--- config.mk ---
export PLATFORM = sky130hd
export DESIGN_NAME = hidref_sched
export DESIGN_NICKNAME = d
export VERILOG_FILES = /design/src/rtl/hrc_pkg.sv /design/src/rtl/hrc_edge.sv /design/src/rtl/hrc_seq.sv /design/src/rtl/hrc_ras_drive.sv /design/src/rtl/hrc_row_ctr.sv /design/src/rtl/hidref_sched.sv
export SDC_FILE = /design/constraint.sdc
export NUM_CORES = 1
export LEC_CHECK = 0
export ABC_AREA = 1
export BUFFER_PORTS_ARGS = -buffer_cell sky130_fd_sc_hd__buf_2
export CORE_AREA = 2 2 69 54
export CTS_BUF_LIST = sky130_fd_sc_hd__clkbuf_16
export DETAILED_ROUTE_END_ITERATION = 8
export DIE_AREA = 0 0 71 56
export PLACE_DENSITY = 0.66
export SLEW_MARGIN = 20
export SYNTH_ARGS = -nofsm -noshare
export SYNTH_HDL_FRONTEND = slang
export SYNTH_SLANG_ARGS = --single-unit
export TNS_END_PERCENT = 5
--- constraint.sdc ---
create_clock -name clk -period 1.9 [get_ports clk]
set_input_delay 0.095 -clock clk [delete_from_list [all_inputs] [get_ports clk]]
set_output_delay 0.095 -clock clk [all_outputs]
set_load 0.005 [all_outputs]
--- src/rtl/hrc_pkg.sv ---
// Shared types for the hidden-refresh scheduler.
// Assumes: mode code 3 is treated the same as normal operation.
package hrc_pkg;
    typedef enum logic [1:0] {
        MODE_NORM = 2'd0,
        MODE_AUTO = 2'd1,
        MODE_EXT  = 2'd2,
        MODE_ALT  = 2'd3
    } mode_e;

    typedef enum logic [2:0] {
        ST_IDLE     = 3'd0,
        ST_HIDDEN   = 3'd1,
        ST_AUTO_RAS = 3'd2,
        ST_AUTO_PRE = 3'd3,
        ST_EXT      = 3'd4
    } st_e;
endpackage

--- src/rtl/hrc_edge.sv ---
// Edge detector for the refresh clock level.
// Assumes: lvl_i is already synchronous to clk.
module hrc_edge (
    input  logic clk,
    input  logic rst_n,
    input  logic lvl_i,
    output logic rise_o,
    output logic fall_o
);
    logic lvl_q;

    // Keep the previous sample of the level.
    always_ff @(posedge clk) begin
        if (!rst_n) lvl_q <= 1'b0;
        else        lvl_q <= lvl_i;
    end

    // Compare the current level with the previous sample.
    always_comb begin
        rise_o = lvl_i & ~lvl_q;
        fall_o = ~lvl_i & lvl_q;
    end
endmodule

--- src/rtl/hrc_seq.sv ---
// Refresh sequencer: hidden refresh detection, the period credit flag,
// the request line, the automatic refresh timer and the external mode.
// It gives the RAS driver the next-cycle ownership and level, and gives
// the row counter a one-cycle increment strobe.
// Assumes: RAS_CYC and PRE_CYC are at least 1.
module hrc_seq #(
    parameter int RAS_CYC = 4,
    parameter int PRE_CYC = 3
) (
    input  logic       clk,
    input  logic       rst_n,
    input  logic [1:0] mode_i,
    input  logic       cs_n_i,
    input  logic       rasin_n_i,
    input  logic       rfclk_i,
    input  logic       rise_i,
    input  logic       fall_i,
    output logic       busy_nx_o,
    output logic       low_nx_o,
    output logic       inc_o,
    output logic       req_pend_o,
    output logic       viol_o
);
    import hrc_pkg::*;

    localparam int CMAX  = (RAS_CYC > PRE_CYC) ? RAS_CYC : PRE_CYC;
    localparam int CNT_W = $clog2(CMAX + 1);

    st_e              st_q, st_d;
    logic [CNT_W-1:0] cnt_q, cnt_d;
    logic             rasin_q, done_q, req_q, viol_q;
    mode_e            mode;
    logic             ext_go, auto_go, hid_go, hid_end, auto_end, ext_rise;

    assign mode = mode_e'(mode_i);

    // Decode the start and end conditions seen in this cycle.
    always_comb begin
        ext_go   = (st_q == ST_IDLE) && (mode == MODE_EXT);
        auto_go  = (st_q == ST_IDLE) && (mode == MODE_AUTO) && req_q;
        hid_go   = (st_q == ST_IDLE) && (mode != MODE_EXT) && (mode != MODE_AUTO)
                   && cs_n_i && !rasin_n_i && rfclk_i;
        hid_end  = (st_q == ST_HIDDEN) && rasin_n_i;
        auto_end = (st_q == ST_AUTO_PRE) && (cnt_q == CNT_W'(PRE_CYC - 1));
        ext_rise = (st_q == ST_EXT) && rasin_n_i && !rasin_q;
    end

    // Next state and the timer count.
    always_comb begin
        st_d  = st_q;
        cnt_d = cnt_q;
        unique case (st_q)
            ST_IDLE: begin
                cnt_d = '0;
                if (ext_go)       st_d = ST_EXT;
                else if (auto_go) st_d = ST_AUTO_RAS;
                else if (hid_go)  st_d = ST_HIDDEN;
            end
            ST_HIDDEN: if (hid_end) st_d = ST_IDLE;
            ST_AUTO_RAS: begin
                if (cnt_q == CNT_W'(RAS_CYC - 1)) begin
                    st_d  = ST_AUTO_PRE;
                    cnt_d = '0;
                end else begin
                    cnt_d = cnt_q + 1'b1;
                end
            end
            ST_AUTO_PRE: begin
                if (auto_end) st_d = ST_IDLE;
                else          cnt_d = cnt_q + 1'b1;
            end
            ST_EXT: if (mode != MODE_EXT) st_d = ST_IDLE;
            default: st_d = ST_IDLE;
        endcase
    end

    // Tell the RAS driver who owns the strobes next cycle, and at what level.
    always_comb begin
        busy_nx_o = (st_d != ST_IDLE);
        unique case (st_d)
            ST_HIDDEN, ST_AUTO_RAS: low_nx_o = 1'b1;
            ST_EXT:                 low_nx_o = !rasin_n_i;
            default:                low_nx_o = 1'b0;
        endcase
        inc_o = hid_end || auto_end || ext_rise;
    end

    // State, timer and the previous strobe sample.
    always_ff @(posedge clk) begin
        if (!rst_n) begin
            st_q    <= ST_IDLE;
            cnt_q   <= '0;
            rasin_q <= 1'b1;
        end else begin
            st_q    <= st_d;
            cnt_q   <= cnt_d;
            rasin_q <= rasin_n_i;
        end
    end

    // Period credit: set by a finished hidden refresh, cleared on a rise.
    always_ff @(posedge clk) begin
        if (!rst_n)       done_q <= 1'b0;
        else if (hid_end) done_q <= 1'b1;
        else if (rise_i)  done_q <= 1'b0;
    end

    // Request: raised on an uncredited fall, withdrawn when serviced.
    always_ff @(posedge clk) begin
        if (!rst_n)                                          req_q <= 1'b0;
        else if (ext_go || auto_end)                         req_q <= 1'b0;
        else if (fall_i && !done_q && (st_q != ST_HIDDEN))   req_q <= 1'b1;
    end

    // Flag chip select going active during a hidden refresh.
    always_ff @(posedge clk) begin
        if (!rst_n) viol_q <= 1'b0;
        else        viol_q <= (st_q == ST_HIDDEN) && !cs_n_i;
    end

    assign req_pend_o = req_q;
    assign viol_o     = viol_q;
endmodule

--- src/rtl/hrc_ras_drive.sv ---
// Registered RAS and CAS drivers. When a refresh owns the strobes, all
// banks are driven together; otherwise an access drives only its bank.
// Assumes: BANKS is a power of two.
module hrc_ras_drive #(
    parameter int BANKS = 4,
    localparam int BANK_W = $clog2(BANKS)
) (
    input  logic              clk,
    input  logic              rst_n,
    input  logic              busy_nx_i,
    input  logic              low_nx_i,
    input  logic              cs_n_i,
    input  logic              rasin_n_i,
    input  logic              casin_n_i,
    input  logic [BANK_W-1:0] bank_i,
    output logic [BANKS-1:0]  ras_n_o,
    output logic              cas_n_o
);
    logic             acc;
    logic [BANKS-1:0] ras_d;

    assign acc = !cs_n_i && !rasin_n_i;

    // One driver per bank: refresh level, or bank decode for an access.
    for (genvar b = 0; b < BANKS; b++) begin : g_bank
        always_comb begin
            if (busy_nx_i) ras_d[b] = !low_nx_i;
            else           ras_d[b] = !(acc && (bank_i == BANK_W'(b)));
        end
    end

    // Register the strobes.
    always_ff @(posedge clk) begin
        if (!rst_n) begin
            ras_n_o <= '1;
            cas_n_o <= 1'b1;
        end else begin
            ras_n_o <= ras_d;
            cas_n_o <= busy_nx_i ? 1'b1 : casin_n_i;
        end
    end
endmodule

--- src/rtl/hrc_row_ctr.sv ---
// Refresh row counter; it wraps at its full width.
// Assumes: inc_i is high for one cycle per completed refresh.
module hrc_row_ctr #(
    parameter int ROW_W = 9
) (
    input  logic             clk,
    input  logic             rst_n,
    input  logic             inc_i,
    output logic [ROW_W-1:0] row_o
);
    // Count completed refreshes.
    always_ff @(posedge clk) begin
        if (!rst_n)     row_o <= '0;
        else if (inc_i) row_o <= row_o + ROW_W'(1);
    end
endmodule

--- src/rtl/hidref_sched.sv ---
// Top of the hidden-refresh scheduler: edge detection, sequencer, RAS/CAS
// driver and row counter.
// Assumes: every input is synchronous to clk; reset is synchronous, active low.
module hidref_sched #(
    parameter int ROW_W   = 9,
    parameter int BANKS   = 4,
    parameter int RAS_CYC = 4,
    parameter int PRE_CYC = 3,
    localparam int BANK_W = $clog2(BANKS)
) (
    input  logic              clk,
    input  logic              rst_n,
    input  logic              rfclk_i,
    input  logic [1:0]        mode_i,
    input  logic              cs_n_i,
    input  logic              rasin_n_i,
    input  logic              casin_n_i,
    input  logic [BANK_W-1:0] bank_i,
    output logic [BANKS-1:0]  ras_n_o,
    output logic              cas_n_o,
    output logic              req_n_o,
    output logic [ROW_W-1:0]  row_o,
    output logic              cs_viol_o
);
    logic rise, fall, busy_nx, low_nx, inc, req_pend;

    hrc_edge u_edge (
        .clk(clk), .rst_n(rst_n), .lvl_i(rfclk_i), .rise_o(rise), .fall_o(fall)
    );

    hrc_seq #(.RAS_CYC(RAS_CYC), .PRE_CYC(PRE_CYC)) u_seq (
        .clk(clk), .rst_n(rst_n), .mode_i(mode_i), .cs_n_i(cs_n_i),
        .rasin_n_i(rasin_n_i), .rfclk_i(rfclk_i), .rise_i(rise), .fall_i(fall),
        .busy_nx_o(busy_nx), .low_nx_o(low_nx), .inc_o(inc),
        .req_pend_o(req_pend), .viol_o(cs_viol_o)
    );

    hrc_ras_drive #(.BANKS(BANKS)) u_drive (
        .clk(clk), .rst_n(rst_n), .busy_nx_i(busy_nx), .low_nx_i(low_nx),
        .cs_n_i(cs_n_i), .rasin_n_i(rasin_n_i), .casin_n_i(casin_n_i),
        .bank_i(bank_i), .ras_n_o(ras_n_o), .cas_n_o(cas_n_o)
    );

    hrc_row_ctr #(.ROW_W(ROW_W)) u_row (
        .clk(clk), .rst_n(rst_n), .inc_i(inc), .row_o(row_o)
    );

    assign req_n_o = !req_pend;
endmodule

# After elaboration in Yosys (flattened, before gate mapping)
# Cells that the tools add are included.
# totals
register_bits	25
elab_cells	95
output_inout_bits	16
inputBits	10
# op_classes
bitwise	5
mux	18
addsub	2
reduce_logical	42
n_eq_ne	18
# ops
op	count
$mux W3	9
$logic_and A1 B1 Y1	20
$eq A3 B2 Y1 const B	5
$pmux W3 S5	1
$logic_not A1 Y1	10
$add A9 B1 Y9 const B	1
$pmux W3 S3	1
$eq A2 B2 Y1 const B	3
$eq A3 B1 Y1 const B	2
$eq A3 B3 Y1 const B	2
$mux W1	6
$reduce_bool A3 Y1	2
$reduce_or A2 Y1	3
$eq A2 B1 Y1 const B	2
$ne A2 B2 Y1 const B	2
$add A3 B1 Y3 const B	1
$logic_not A3 Y1	1
$logic_or A1 B1 Y1	3
$ne A3 B1 Y1 const B	1
$not A1 Y1	3
$and A1 B1 Y1	2
$logic_not A2 Y1	1
$ne A2 B1 Y1 const B	1
$pmux W1 S2	1
2 further kinds	2

# Depth between registers and ports, before layout
# Gate-level depths: netlist (run 1).
# depth
depth_word	15
ltp_mapped	11
ltp_nobuf	11

# Cells and area by module
# Synthesis (run 1) repeated with hierarchy kept, for this count alone.
# hier_totals
hier_cells	185
hier_area_um2	1306.3
# modules_own_cells
module	area_per_inst_um2	seq_area_each_um2	instances	cells_each
hrc_seq	611.8	200.2	1	90
hrc_row_ctr	436.7	180.2	1	59
hrc_ras_drive	209.0	100.1	1	28
hrc_edge	45.0	20.0	1	7
hidref_sched	3.8	0.0	1	1

# Worst setup path before layout (run 1)
# No wires, ideal clock.
# synth_path
path_type	register -> register
start	register u_seq.cnt_q[0]
end	register u_drive.ras_n_o[0]
path_buffers	0
synth_period_minus_slack_ns	1.343
stages_incl_launch_ff	12
slack_ns	0.557
setup_ns	0.063
required_ns	1.837
arrival_ns	1.280
cell_sequence	dfxtp_1 -> ha_1 -> ha_1 -> inv_1 -> nor2_1 -> nand2_1 -> nand2_1 -> inv_1 -> nand2_2 -> nor2_4 -> nand4_1 -> nand3_1
# synth_between
elab_chain_cells	9
word_cells_on_any_way	14
classes_between	5 x eq/ne; 5 x mux; 4 x reduce/logical
# synth_rtl
item	line_no	source
start: declaration	hrc_seq.sv:30	logic [CNT_W-1:0] cnt_q, cnt_d;
start signal: assignment	hrc_seq.sv:96	cnt_q <= cnt_d;
$eq A3 B2 Y1	hrc_seq.sv:44	auto_end = (st_q == ST_AUTO_PRE) && (cnt_q == CNT_W'(PRE_CYC - 1));
$logic_and A1 B1 Y1	hrc_seq.sv:44	
$mux W3	hrc_seq.sv:69	if (auto_end) st_d = ST_IDLE;
$pmux W3 S5 *	hrc_seq.sv:52	unique case (st_q)
$eq A3 B1 Y1 or $eq A3 B2 Y1 (tied branches)	hrc_seq.sv:80	unique case (st_d)
$reduce_or A2 Y1	hrc_seq.sv:80	
$pmux W1 S2	hrc_seq.sv:80	
$logic_not A1 Y1	hrc_ras_drive.sv:27	if (busy_nx_i) ras_d[b] = !low_nx_i;
$mux W1 *	hrc_ras_drive.sv:27	
end signal: assignment	hrc_ras_drive.sv:38	ras_n_o <= ras_d;
end: declaration	hrc_ras_drive.sv:16	output logic [BANKS-1:0] ras_n_o,
# Mark *: on every way between the ends. The rest lies on a longest branch, timed or not.
# A chain may end at the register's enable or synchronous reset.

# Final worst setup path (run 1)
# layout_path
start	register u_seq.cnt_q[0]
end	register u_drive.ras_n_o[3]
# Same word-level chain as after synthesis.

==> reports/metrics.csv, run 1 <==
stage;metric;value;unit
grt;grt_overflow;0;
clocking;cts_tree;done;
yosys;netlist_instances;185;
place;port_buffers;25;
worst_setup_path;cpMostUsedCell;inv_1;
route;routed-wl-met2;1170;µm
timing;fin_crit;1.57;ns
final_layout;fillers;317;
yosys;synth_seq_cells;25;
grt;grt_usage;15.2;%
clocking;clock-root-buffer;clkbuf_16;
place;placed_cell_area;1460;µm²
timing;setup_viol;0;
place;gp_congestion;0.808;
route;drtPass1Iterations;4;
clocking;path_clk_slew;0.07;ns
final_layout;fin_area;1540;µm²
timing;hold_violations;0;
worst_setup_path;worstSetupPathType;register to register;
timing;fmax;637;MHz
grt;grt_pass1_wl;4840;µm
route;drc;0;
yosys;ys_types;25;
yosys;syn-mean-instance-area;7.05;µm²
final_layout;area_delta_synth_final;18.3;%
place;hpwl;2140;µm
final_layout;layout_commonest_cell;nand2_1;
final_layout;fin_nets;227;
timing;fin_setup_tns;0;ns
clocking;clock_path_buffers;2;
clocking;htreeDepth;1;
flow_run;cap_violations;0;
clocking;numClockSinks;25;
route;dr.first_iter.drc_count;78;
worst_setup_path;critPathSlowestCell;dfxtp_1;
route;post_drt_wl_per_cell;11.4;µm
yosys;ys_warn_count;0;
floorplan;core_area;3270;µm²
route;vias;1223;
worst_hold_path;hold_class;input pin to register;
floorplan;start_util;40.0;%
route;met1_length;1480;µm
clocking;cts_resized;0;
floorplan;die_w;71;µm
route;met3_length;191;µm
final_layout;final_cell_mix;nand2_1 (29), inv_1 (26), nor2_1 (25), buf_2 (25), dfxtp_1 (25);
timing;finalCritPeriodShare;82.6;%
timing;holdWs;0.0410;ns
timing;rsz0062_at_grt;false;
clocking;cts_setup_buffers;0;
worst_setup_path;critPathLaunchType;register;
floorplan;io_pins;26;
pwr;ir_worst_vdd;0.417;mV
yosys;syn_area;1310;µm²
timing;worst_clock_skew;0.00353;ns
worst_setup_path;required;2.04;ns
timing;relSlewSlack;76.0;%
worst_setup_path;crit_fanout;7;
pwr;total_power;1160;µW
final_layout;antenna_cells;0;
worst_setup_path;cp-end-kind;register;
worst_setup_path;crit_chain;inv_1 > ha_1 > inv_1 > nor2_1 > a21oi_1 > nor2_2 > nand4_1 > nand2_1 > nand3_1;
worst_setup_path;arrival;1.71;ns
route;via_per_inst;4.87;
clocking;cts_hold_buf;0;
route;top_layer;met4;
pwr;power_density;753;nW/µm²
clocking;cts_buffers;3;
grt;antenna_found_initial;0;
clocking;clock_latency;0.26;ns
final_layout;drive_above_1_share;20.4;%
floorplan;die-area;3980;µm²
status;outcome;completed;
worst_setup_path;cp_top_family;simple AND/OR/NAND/NOR gates;
floorplan;fp.dieH;56;µm
route;ant_nets;0;
yosys;syn-num-nets;200;
worst_setup_path;slowest_delay;0.32;ns
pwr;leakage;0.000729;µW
timing;slew_viol_final;0;
timing;tightest_slew;0.359;ns
grt;grt_start_max_net_pins;16;
floorplan;num_rows;18;
worst_setup_path;worst-path-buf-inv;2;
worst_setup_path;rrSetupSlack;0.33;ns
route;wl;2860;µm
grt;grt_pass1_vias;1045;
yosys;ys_seq_area_share;38.4;%
sequential cells by signal, summed over array words and instances (netlist names):
name,flops
u_seq.rasin_q,1
u_drive.cas_n_o,1
u_drive.ras_n_o,4
u_seq.cnt_q,3
u_edge.lvl_q,1
u_seq.done_q,1
u_row.row_o,9
u_seq.viol_o,1
u_seq.st_q,3
u_seq.req_pend_o,1
worst min-delay path, cell delays in order:
cell	delay, ns
buf_2	0.08
nor2_1	0.03
nand4_1	0.07
layout make-up:
cell class	count	area, µm²	area share, %
multi-input combinational	127	671	43.4
inverter	30	115	7.46
tap	40	50.0	3.24
clock buffer	3	75.1	4.86
timing repair buffer	25	125	8.10
sequential	25	500	32.4
clock inverter	1	7.51	0.486
final timing paths:
path                                startpoint            endpoint  depth (start not counted)
worst max register to register  u_seq.cnt_q[0]  u_drive.ras_n_o[3]                          9
worst min-delay path                 casin_n_i     u_drive.cas_n_o                          3
worst max-delay path            u_seq.cnt_q[0]  u_drive.ras_n_o[3]                          9
worst min register to register  u_seq.cnt_q[1]      u_seq.cnt_q[1]                          2
where the power goes:
group,internal (µW),switching [µW],leakage [µW]
Combinational,48.6,81.2,0.000488
Clock,285,187,0.0000371
Sequential,546,13.8,0.000204
metal layers:
layer | global-route usage, % | vias to the layer above
li1 | - | 653
met1 | 23.0 | 532
met2 | 21.4 | 36
met3 | 3.99 | 2
met4 | 3.23 | 0
met5 | 0 | -
logic make-up after synthesis:
family	share of synthesized area [%]
and+or+nand+nor	33.0
buffers and inverters	10.3
DFF	38.4
adders and majority gates	4.79
AOI/OAI and AO/OA	10.9
xor gates and xnor gates	2.69
synth_stat cells:
| cell type | n | area (µm²) |
|---|---|---|
| nor3_1 | 3 | 15.0 |
| nand2_2 | 4 | 25.0 |
| nand2_1 | 29 | 109 |
| nor2_2 | 2 | 12.5 |
| buf_6 | 1 | 11.3 |
| xor2_1 | 1 | 8.76 |
| nand3_4 | 1 | 17.5 |
| nand3_2 | 1 | 10.0 |
| a21oi_1 | 13 | 65.1 |
| inv_4 | 1 | 6.26 |
| clkbuf_1 | 2 | 7.51 |
| o21ai_0 | 8 | 40.0 |
| ha_1 | 5 | 62.6 |
| nand3_1 | 16 | 80.1 |
| a31oi_1 | 1 | 6.26 |
| inv_1 | 26 | 97.6 |
| dfxtp_1 | 25 | 500 |
| o21ai_1 | 3 | 15.0 |
| inv_2 | 3 | 11.3 |
| nor2_4 | 1 | 11.3 |
| nand4_1 | 9 | 56.3 |
| o21ai_2 | 1 | 8.76 |
| nor2_1 | 25 | 93.8 |
| xnor2_1 | 3 | 26.3 |
| o31ai_1 | 1 | 7.51 |
stage by stage:
stage               setup WS, ns  std cells  util [%]
finish                     0.331        251      47.3
global route               0.175        251      47.3
CTS                        0.330        251      47.3
detailed placement         0.344        247      44.8
global placement           0.334        247      44.8
floorplan                  0.557        185         -
Note: power is estimated with default switching activity, not from simulation.
==> inputs of run 2 (changes only) <==
PLACE_DENSITY = 0.68   (was 0.66)
clock period = 1.3 ns   (was 1.9 ns; I/O delays follow)
==> reports/metrics.csv, run 2 (same netlist as run 1, synthesis figures left out) <==
stage;metric;value;unit
final_layout;fin_area;1810;µm²
timing;relSlewSlack;74.2;%
timing;setup_viol;17;
timing;holdWs;0.0155;ns
flow_run;cap_violations;0;
worst_setup_path;cp_top_family;simple AND/OR/NAND/NOR gates;
place;placed_cells;268;
floorplan;start_util;40.0;%
worst_hold_path;hold_class;input pin to register;
final_layout;area_delta_synth_final;39.0;%
worst_setup_path;worst-path-buf-inv;3;
clocking;htreeDepth;1;
final_layout;regArea;512;µm²
timing;slew_viol_final;0;
place;placed_cell_area;1640;µm²
final_layout;max_flop_register;u_row.row_o;
route;via_per_inst;4.73;
clocking;numClockSinks;25;
grt;grt_pass1_vias;1272;
worst_setup_path;required;1.44;ns
clocking;clock_latency;0.26;ns
clocking;cts_tree;done;
final_layout;fin_nets;252;
floorplan;fp.dieH;56;µm
pwr;p_sw;432;µW
floorplan;die-area;3980;µm²
pwr;p_seq_share;46.5;%
clocking;cts_hold_buf;0;
place;port_buffers;25;
timing;fin_setup_tns;-1.21;ns
route;wl;3170;µm
timing;fmax;706;MHz
worst_setup_path;crit_chain;ha_4 > ha_4 > inv_2 > nor2_1 > nand2_1 > nand2_2 > inv_2 > nand2_4 > nor2_4 > buf_4 > nor2_1;
pwr;p_comb_share;14.2;%
route;vias;1305;
worst_setup_path;cp-end-kind;register;
timing;rsz0062_at_grt;true;
final_layout;drive_above_1_share;37.7;%
place;gp_congestion;0.940;
final_layout;fillers;325;
final_layout;reg.largest.list;u_row.row_o x9, u_drive.ras_n_o x4;
final_layout;stdcell_count;276;
place;hpwl;2370;µm
clocking;cts_buffers;3;
status;failed_checks;setup timing;
worst_setup_path;critPathSlowestCell;dfxtp_4;
grt;antenna_found_initial;0;
timing;finalWorstSetupSlack;-0.116;ns
timing;hold_violations;0;
route;drtPass1Iterations;4;
floorplan;io_pins;26;
timing;fin_crit;1.42;ns
timing;tightest_slew;0.386;ns
worst_setup_path;crit_fanout;6;
floorplan;die_w;71;µm
final_layout;layout_commonest_cell;nand2_1;
grt;grt_pass1_wl;5660;µm
pwr;clockPowerShare;39.3;%
pwr;leakage;0.000864;µW
route;drc;0;
pwr;ir_worst_vdd;0.552;mV
clocking;clock_path_buffers;2;
timing;worst_clock_skew;0.00828;ns
floorplan;core_area;3270;µm²
pwr;power_density;967;nW/µm²
worst_setup_path;worstSetupPathType;register to register;
worst_setup_path;arrival;1.56;ns
route;dr.first_iter.drc_count;55;
status;outcome;finished, violations left;
pwr;p_sw_share;24.6;%
grt;grt_start_max_net_pins;15;
route;ant_nets;0;
worst_setup_path;slowest_delay;0.36;ns
final_layout;largest_register_ffs;9;
worst_setup_path;critPathLaunchType;register;
final_layout;antenna_cells;0;
grt;grt_overflow;0;
final_layout;final_cell_mix;nand2_1 (26), buf_2 (25), buf_4 (25);
clocking;path_clk_slew;0.07;ns
floorplan;num_rows;18;
pwr;internal-power;1320;µW
clocking;clock-root-buffer;clkbuf_16;
final_layout;multi_input_area;744;µm²
grt;grt_usage;17.7;%
route;post_drt_wl_per_cell;11.5;µm
timing;finalCritPeriodShare;109;%
-- run 2: changes by cell type in the layout (fill, tap and decap cells not counted), moves of 3 or more --
cell / delta
buf_4: +25
nand2_1: -3
ha_1: -3
dfxtp_1: -5
inv_1: -4
ha_4: +3
nor2_1: -3
inv_2: +4
dfxtp_2: +3
-- run 2: layout make-up --
type                       count  share of cell area, %
inverter                      30                   6.34
sequential                    25                   28.2
timing repair buffer          50                   17.2
clock inverter                 1                  0.276
clock buffer                   3                   4.14
tap                           40                   2.76
multi-input combinational    127                   41.0
-- run 2: path summary, 6_finish.rpt --
check | startpoint | to | slack (ns) | depth (start not counted)
max | u_seq.cnt_q[1] | u_seq.st_q[0] | -0.12 | 11
max reg2reg | u_seq.cnt_q[1] | u_seq.st_q[0] | -0.12 | 11
min | casin_n_i | u_drive.cas_n_o | 0.02 | 3
min reg2reg | u_seq.cnt_q[1] | u_seq.cnt_q[1] | 0.49 | 2
-- run 2: power groups by stage --
stage | Combinational (µW) | Clock, µW | Sequential [µW]
finish | 249 | 689 | 817
floorplan | 131 | 0 | 835
global placement | 230 | 0 | 834
CTS | 237 | 705 | 819
detailed placement | 231 | 0 | 835
global route | 283 | 736 | 821
-- run 2: stage by stage --
stage / util [%] / worst slack (ns) / power [µW]
after floorplan: - / -0.0165 / 966
after global placement: 50.2 / -0.0948 / 1060
after detailed placement: 50.2 / -0.130 / 1070
after CTS: 54.3 / -0.102 / 1760
after global routing: 55.6 / -0.227 / 1840
final: 55.6 / -0.116 / 1760
-- run 2: tightest hold or removal path, stage by stage --
cell     delay [ns]
buf_2          0.08
nor2_1         0.03
nand4_1        0.07
-- run 2: timing repair --
item	CTS	global route
resized for setup	11	10
pin swaps	11	7
setup buffers	2	2
setup endpoints to repair	18	18
-- run 2: layer usage --
metal  global-route usage (%)  share of wire (%)  wire length (µm)  up-vias
li1                         -                  -                 -      699
met1                     23.9                 50              1600      577
met2                     28.8                 45              1420       27
met3                     4.53                4.1               129        2
met4                     3.23               0.51                16        0
met5                        0                  0                 0        -
==> inputs of run 3 (changes only) <==
--- a/config.mk
+++ b/config.mk
@@ -12,5 +12,5 @@
 export DETAILED_ROUTE_END_ITERATION = 8
 export DIE_AREA = 0 0 71 56
-export PLACE_DENSITY = 0.68
+export PLACE_DENSITY = 0.66
 export SLEW_MARGIN = 20
 export SYNTH_ARGS = -nofsm -noshare
==> constraint.sdc (replaced) <==
create_clock -name clk -period 1.4 [get_ports clk]
set_input_delay 0.28 -clock clk [delete_from_list [all_inputs] [get_ports clk]]
set_output_delay 0.28 -clock clk [all_outputs]
set_load 0.005 [all_outputs]
==> reports/metrics.csv, run 3 (same netlist as run 1, synthesis figures left out) <==
stage;metric;value;unit
status;outcome;finished, violations left;
status;failed_checks;setup timing;
grt;grt_pass1_vias;1123;
timing;hold_violations;0;
final_layout;fin_nets;239;
place;gp_congestion;0.850;
flow_run;cap_violations;0;
worst_setup_path;crit_fanout;7;
final_layout;stdcell_count;263;
timing;relSlewSlack;76.8;%
final_layout;largest_register_ffs;9;
timing;worst_clock_skew;0.00546;ns
grt;grt_usage;16.3;%
route;drtPass1Iterations;4;
final_layout;drive_above_1_share;30.5;%
clocking;numClockSinks;25;
floorplan;start_util;40.0;%
timing;tightest_slew;0.348;ns
floorplan;die_w;71;µm
clocking;clock-root-buffer;clkbuf_16;
route;met1_length;1610;µm
timing;fin_crit;1.42;ns
worst_setup_path;critPathLaunchType;register;
worst_hold_path;hold_class;input pin to register;
pwr;power_density;964;nW/µm²
clocking;cts_setup_buffers;0;
place;placed_cells;258;
clocking;clock_path_buffers;2;
grt;grt_overflow;0;
clocking;cts_buffers;3;
final_layout;antenna_cells;0;
timing;fmax;704;MHz
floorplan;num_rows;18;
route;via_per_inst;4.83;
worst_setup_path;arrival;1.61;ns
route;drc;0;
route;ant_nets;0;
final_layout;layout_commonest_cell;nand2_1;
route;top_layer;met4;
timing;finalCritPeriodShare;101;%
worst_setup_path;rr_worst_depth;9;
worst_setup_path;required;1.59;ns
worst_setup_path;worstSetupPathType;register to register;
route;routed-wl-met2;1300;µm
floorplan;io_pins;26;
clocking;htreeDepth;1;
grt;grt_pass1_wl;5220;µm
place;port_buffers;25;
worst_hold_path;hold_depth;3;
worst_setup_path;rr_startpoint;u_seq.cnt_q[0];
final_layout;final_cell_mix;nand2_1 (26), buf_2 (25), inv_1 (24);
timing;setup_viol;8;
clocking;clock_latency;0.26;ns
timing;slew_viol_final;0;
place;dp_slack;-0.0942;ns
grt;antenna_found_initial;0;
pwr;total_power;1610;µW
worst_setup_path;r2r_end;u_row.row_o[6];
route;post_drt_wl_per_cell;11.9;µm
route;met3_length;177;µm
timing;holdWs;0.232;ns
floorplan;die-area;3980;µm²
worst_setup_path;cp-end-kind;register;
route;wl;3120;µm
timing;rsz0062_at_grt;true;
floorplan;fp.dieH;56;µm
pwr;leakage;0.000798;µW
clocking;path_clk_slew;0.07;ns
final_layout;reg.largest.list;u_row.row_o x9, u_drive.ras_n_o x4;
route;vias;1269;
route;dr.first_iter.drc_count;114;
final_layout;max_flop_register;u_row.row_o;
final_layout;finish.utilization;51.2;%
worst_hold_path;min_from;casin_n_i;
worst_setup_path;rrSetupSlack;-0.02;ns
timing;finalWorstSetupSlack;-0.0202;ns
floorplan;core_area;3270;µm²
final_layout;area_delta_synth_final;28.2;%
pwr;ir_worst_vdd;0.569;mV
worst_hold_path;hold-path-endpoint;u_drive.cas_n_o;
grt;grt_start_max_net_pins;16;
place;hpwl;2230;µm
clocking;cts_tree;done;
## run 3: cell types whose count changed in the layout (fill, tap and decap cells not counted), sizes merged
cell	before	now
nand3	18	19
clkinv	1	0
buf	50	36
clkinvlp	0	1
## run 3: how the worst max path moves through the flow
stage | slack [ns] | end | start
after floorplan | 0.06 | u_drive.ras_n_o[0] | u_seq.cnt_q[0]
after global placement | -0.07 | u_drive.ras_n_o[1] | u_seq.cnt_q[0]
after detailed placement | -0.09 | u_drive.ras_n_o[0] | u_seq.cnt_q[0]
after CTS | -0.003 | u_drive.ras_n_o[3] | u_seq.cnt_q[0]
after global routing | -0.13 | u_drive.ras_n_o[1] | u_seq.cnt_q[0]
final | -0.02 | u_row.row_o[6] | u_seq.cnt_q[0]
## run 3: layer usage
layer,GRT usage [%],vias to the layer above
met2,23.8,38
met3,3.62,2
met5,0,-
met1,24.1,556
met4,4.04,0
li1,-,673
## run 3: critical path, cell delays in order (launching register included)
cell and delay [ns]:
dfxtp_2 0.37, inv_1 0.06, ha_1 0.21, inv_1 0.07, nor2_2 0.04, nand2_2 0.15, nand3_4 0.14, inv_4 0.12
nand2_1 0.06, a21oi_1 0.13
## run 3: final cells by class
class	instances	area, µm²
inverter	30	115
clock buffer	3	75.1
clock inverter	1	7.51
tap	40	50.0
fill	317	1590
timing repair buffer	36	208
multi-input combinational	128	713
sequential	25	504
## run 3: per-stage QoR
stage / TNS [ns] / instance area [µm²]
2_1_floorplan: 0 / 1310
3_3_place_gp: -0.329 / 1540
3_5_place_dp: -0.568 / 1540
4_1_cts: -0.00453 / 1670
5_1_grt: -1.44 / 1670
6_report: -0.0700 / 1670
## run 3: power breakdown
part           internal, µW  total, µW  switching, µW
clock network           388        650            262
logic                  80.0        200            120
registers               743        763           20.6
## run 3: timing repair
action                                  4_1_cts  5_1_grt
resized for setup                            13        3
endpoints found under the setup margin       14       18
cloned                                        1        0
pin swaps                                     5        0
hold buffers                                  0        0
